File: config.mk
export PLATFORM = sky130hd
export DESIGN_NAME = burst_addr_gen
export DESIGN_NICKNAME = d
export VERILOG_FILES = /design/src/rtl/burst_seq_pkg.sv /design/src/rtl/burst_order_map.sv /design/src/rtl/burst_beat_state.sv /design/src/rtl/burst_addr_gen.sv
export SDC_FILE = /design/constraint.sdc
export NUM_CORES = 1
export LEC_CHECK = 0
export BUFFER_PORTS_ARGS = -buffer_cell sky130_fd_sc_hd__buf_2
export CAP_MARGIN = 20
export CORE_AREA = 2 2 39 41
export DETAILED_ROUTE_END_ITERATION = 7
export DIE_AREA = 0 0 41 43
export PLACE_DENSITY = 0.37
export RECOVER_POWER = 25
export REMOVE_ABC_BUFFERS = 1
export SETUP_SLACK_MARGIN = 0.02
export SLEW_MARGIN = 10
export SYNTH_ARGS = -nofsm -noshare
export SYNTH_HDL_FRONTEND = slang
export SYNTH_SLANG_ARGS = --single-unit
File: constraint.sdc
create_clock -name clk -period 3.3 [get_ports clk]
set_input_delay 0 -clock clk [delete_from_list [all_inputs] [get_ports clk]]
set_output_delay 0 -clock clk [all_outputs]
set_load 0.05 [all_outputs]
File: src/rtl/burst_seq_pkg.sv
package burst_seq_pkg;

  typedef enum logic {
    ORDER_LINEAR      = 1'b0,
    ORDER_INTERLEAVED = 1'b1
  } burst_order_e;

endpackage

File: src/rtl/burst_order_map.sv
module burst_order_map
  import burst_seq_pkg::*;
#(
  parameter int BEAT_BITS = 2
) (
  input  logic [BEAT_BITS-1:0] base,
  input  logic [BEAT_BITS-1:0] beat,
  input  burst_order_e         order,
  output logic [BEAT_BITS-1:0] addr
);

  logic [BEAT_BITS-1:0] xor_addr;
  logic [BEAT_BITS-1:0] sum_addr;

  // interleaved order: one XOR per address bit
  for (genvar b = 0; b < BEAT_BITS; b++) begin : g_xor
    assign xor_addr[b] = base[b] ^ beat[b];
  end

  // linear order: modulo-2^BEAT_BITS add, the carry out drops
  assign sum_addr = base + beat;

  always_comb begin
    case (order)
      ORDER_INTERLEAVED: addr = xor_addr;
      default:           addr = sum_addr;
    endcase
  end

endmodule

File: src/rtl/burst_beat_state.sv
module burst_beat_state #(
  parameter int BEAT_BITS = 2
) (
  input  logic                 clk,
  input  logic                 rst,
  input  logic                 load,
  input  logic                 step,
  input  logic [BEAT_BITS-1:0] load_addr,
  output logic [BEAT_BITS-1:0] base_nxt,
  output logic [BEAT_BITS-1:0] beat_nxt
);

  logic [BEAT_BITS-1:0] base_q;
  logic [BEAT_BITS-1:0] beat_q;

  // a load beats a step; with neither, the state holds
  always_comb begin
    base_nxt = base_q;
    beat_nxt = beat_q;
    if (load) begin
      base_nxt = load_addr;
      beat_nxt = '0;
    end else if (step) begin
      beat_nxt = beat_q + 1'b1;
    end
  end

  always_ff @(posedge clk) begin
    if (rst) begin
      base_q <= '0;
      beat_q <= '0;
    end else begin
      base_q <= base_nxt;
      beat_q <= beat_nxt;
    end
  end

endmodule

File: src/rtl/burst_addr_gen.sv
module burst_addr_gen
  import burst_seq_pkg::*;
#(
  parameter int BEAT_BITS = 2
) (
  input  logic                 clk,
  input  logic                 rst,
  input  logic                 strobe_cpu,
  input  logic                 strobe_ctl,
  input  logic                 advance,
  input  logic                 order_sel,
  input  logic [BEAT_BITS-1:0] start_addr,
  output logic [BEAT_BITS-1:0] burst_addr
);

  logic                 load;
  logic [BEAT_BITS-1:0] base_nxt;
  logic [BEAT_BITS-1:0] beat_nxt;
  logic [BEAT_BITS-1:0] addr_nxt;
  burst_order_e         order;

  assign load  = strobe_cpu | strobe_ctl;
  assign order = burst_order_e'(order_sel);

  burst_beat_state #(.BEAT_BITS(BEAT_BITS)) u_state (
    .clk       (clk),
    .rst       (rst),
    .load      (load),
    .step      (advance),
    .load_addr (start_addr),
    .base_nxt  (base_nxt),
    .beat_nxt  (beat_nxt)
  );

  burst_order_map #(.BEAT_BITS(BEAT_BITS)) u_map (
    .base  (base_nxt),
    .beat  (beat_nxt),
    .order (order),
    .addr  (addr_nxt)
  );

  always_ff @(posedge clk) begin
    if (rst) burst_addr <= '0;
    else     burst_addr <= addr_nxt;
  end

endmodule

==> results.sh <==
export IMPL_wl_per_cell_um=9.446
export IMPL_grt_max_degree=6
export IMPL_yosys_top_cells_area="dfxtp_1, xnor2_1, ha_1, nor2b_1, nor4_1"
export IMPL_comb_power_share_pct=16.3
export IMPL_initial_core_util_pct=18.44
export IMPL_ys_warn_count=0
export IMPL_vias_per_cell=4.018
export IMPL_drv_cap=0
export IMPL_hpwlAfterDp_um=389.9
export IMPL_portBuffers=9
export IMPL_areaGrowthSynthToFinish_pct=49.02
export IMPL_overflow=0
export IMPL_drive_above_1_share_pct=32.50
export IMPL_synth_cell_area_um2=255.2
export IMPL_cts_buffers=3
export IMPL_synth_edff_count=0
export IMPL_status="completed"
export IMPL_internal_power_mw=0.1310
export IMPL_reg2reg_depth=6
export IMPL_critPathLaunch="strobe_ctl"
export IMPL_gp_congestion=0.6616
export IMPL_htree_levels=1
export IMPL_rsz0062_at_grt="false"
export IMPL_r2r_end="burst_addr[1]"
export IMPL_synth_commonest_cells="dfxtp_1, nor2b_1, nor4_1, xnor2_1"
export IMPL_synthFlopType="dfxtp_1"
export IMPL_crit_type="in2reg"
export IMPL_cts_tree="done"
export IMPL_synthDistinctLibCells=16
export IMPL_clk_pin_slew_ps=50
export IMPL_power_per_cell_area_mw_per_mm2=469.7
export IMPL_coreArea_mm2=0.001384
export IMPL_clock_fmax_mhz=532.2
export IMPL_timing_critical_path_to="burst_addr[1]"
export IMPL_n_antenna_cell=0
export IMPL_dieArea_mm2=0.001763
export IMPL_grt_pass1_wl_um=862
export IMPL_setup_tns_final_ps=0
export IMPL_synth_most_common_cell="dfxtp_1"
export IMPL_yosysTopAreaCell="dfxtp_1"
export IMPL_grt_antenna_before_repair=0
export IMPL_first_global_vias=213
export IMPL_finalNetCount=51
export IMPL_die_x_um=41
export IMPL_power_mw=0.1786
export IMPL_hold_path_class="in2reg"
export IMPL_finalCritPeriodShare_pct=56.94
export IMPL_routed_wirelength_um=529
export IMPL_path_cells="dlygate4sd3_1, buf_2, nor2_2, mux2_2, ha_1, nor2b_1, xnor2_1, mux2_1"
export IMPL_clk_path_buf_depth=2
export IMPL_crit_required_ps=3430
export IMPL_postRouteAntennaNets=0
export IMPL_leakage_nw=0.1624
export IMPL_ir_worst_vdd_uv=151.7
export IMPL_cp_end_kind="register"
export IMPL_cts_root_buf="clkbuf_4"
export IMPL_vias=225
export IMPL_tightestPinTransition_ps=595.0
export IMPL_firstDrtPassIters=1
export IMPL_synth_top_area_share_pct=47.06
export IMPL_relSlewSlack_pct=60.50
export IMPL_arrival_ps=2010
export IMPL_power_switching_mw=0.04764
export IMPL_cpMaxStageDelayCell="dlygate4sd3_1"
export IMPL_min_period_ps=1879
export IMPL_ios=10
export IMPL_grt_usage_pct=8.543
export IMPL_finalHoldViolCount=0
export IMPL_p_sw_share_pct=26.67
export IMPL_synth_cells=24
export IMPL_cp_max_fo=5
export IMPL_ff2ff_setup_slack_ps=1770
export IMPL_async_flop_share_pct=0
export IMPL_drc=0
export IMPL_fin_skew_ps=6.830
export IMPL_critPathMaxStageDelay_ps=530
export IMPL_cts_sinks=6
export IMPL_clk_latency_ps=250
export IMPL_core_rowCount=14
export IMPL_avgSynthCellArea_um2=10.64
export IMPL_p_seq_share_pct=43.5
export IMPL_critPathLaunchType="primary input"
export IMPL_yosysSeqAreaShare_pct=47.06
export IMPL_first_iter_violations=0
export IMPL_post_cts_buffers=0
export IMPL_synth_seq_cells=6
export IMPL_setup_violations=0
export IMPL_clkPwrFrac_pct=40.2
export IMPL_drv_slew=0
export IMPL_reg2reg_from="u_state.beat_q[0]"
export IMPL_die_y_um=43
## layout by cell type (no fill, tap or decap)
master	n
buf_2	7
dfxtp_1	6
dlygate4sd3_1	4
clkbuf_4	3
xnor2_1	2
nor4_1	2
nor2b_1	2
clkbuf_1	2
nor3_1	1
nor2_2	1
mux2_2	1
inv_1	1
and2_1	1
nand2_1	1
xor2_1	1
o31a_2	1
mux2i_1	1
mux2_1	1
nor2_1	1
ha_1	1
## metrics by stage
stage	instances	utilization [%]	hold WS, ps	setup WS (ps)	area, um2
floorplan	24	-	71.61	1878	255.2
global placement	49	23.15	232.2	1705	320.3
detailed placement	49	23.15	237.9	1719	320.3
CTS	56	27.67	28.84	1404	382.9
global route	56	27.49	24.24	1304	380.4
finish	56	27.49	32.58	1421	380.4
## flip-flops by register name (all words and copies together), names as in the netlist
name / flops
u_state.base_q: 2
burst_addr: 2
u_state.beat_q: 2
## metal layers
| layer | wire [um] | share of wire (%) | vias to the layer above | global-route usage (%) |
|---|---|---|---|---|
| met5 | 0 | 0 | - | 0 |
| met4 | 0 | 0 | 0 | 10.00 |
| met3 | 34 | 6.4 | 0 | 6.283 |
| met2 | 279 | 53 | 4 | 10.94 |
| met1 | 216 | 41 | 102 | 7.419 |
| li1 | - | - | 119 | - |
## worst max-delay path, delay by kind of cell
kind                     cells  cell delay, ps
AND/OR/NAND/NOR              2             280
XOR/XNOR                     1             170
multiplexers                 2             690
buffers and inverters        2             680
adder cells (fa/ha/maj)      1             180
## worst min path at each step
stage                         to  slack (ps)     startpoint  cells past startpoint
6_report       u_state.base_q[1]          30  start_addr[1]                      3
2_1_floorplan      burst_addr[0]          70            rst                      1
5_1_grt        u_state.base_q[1]          20  start_addr[1]                      3
3_3_place_gp   u_state.base_q[1]         230            rst                      2
3_5_place_dp   u_state.base_q[1]         240            rst                      2
4_1_cts        u_state.base_q[1]          30  start_addr[1]                      3
## timing repair
action                                 in CTS  in global routing
gates resized for setup                     0                  0
endpoints found under the hold margin       4                  0
hold buffers                                4                  0
## logic make-up (layout without fill, tap and decap cells)
family / after synthesis / after routing / share of synthesized area (%)
adder cells (fa/ha/maj): 1 / 1 / 4.901
AND/OR/NAND/NOR: 9 / 9 / 19.60
buffers and inverters: 1 / 17 / 1.469
AO/OA/AOI/OAI: 1 / 1 / 3.922
flip-flops: 6 / 6 / 47.06
XOR/XNOR: 3 / 3 / 10.30
multiplexers: 3 / 3 / 12.74
## power groups by stage
| stage | clock network, mW | registers, mW | logic (mW) |
|---|---|---|---|
| 6_report | 0.0718 | 0.0777 | 0.0292 |
| 3_3_place_gp | 0 | 0.0790 | 0.0270 |
| 3_5_place_dp | 0 | 0.0791 | 0.0268 |
| 4_1_cts | 0.0751 | 0.0776 | 0.0303 |
| 5_1_grt | 0.0825 | 0.0781 | 0.0318 |
| 2_1_floorplan | 0 | 0.0862 | 0.0100 |
## area by class of cell
type	count	area, um2
fill	154	1003
sequential	6	120.1
timing repair buffer	13	82.58
tap	16	20.02
inverter	1	3.754
multi-input combinational	17	131.4
clock buffer	3	22.52
No activity file was read; power rests on OpenSTA's default activity.
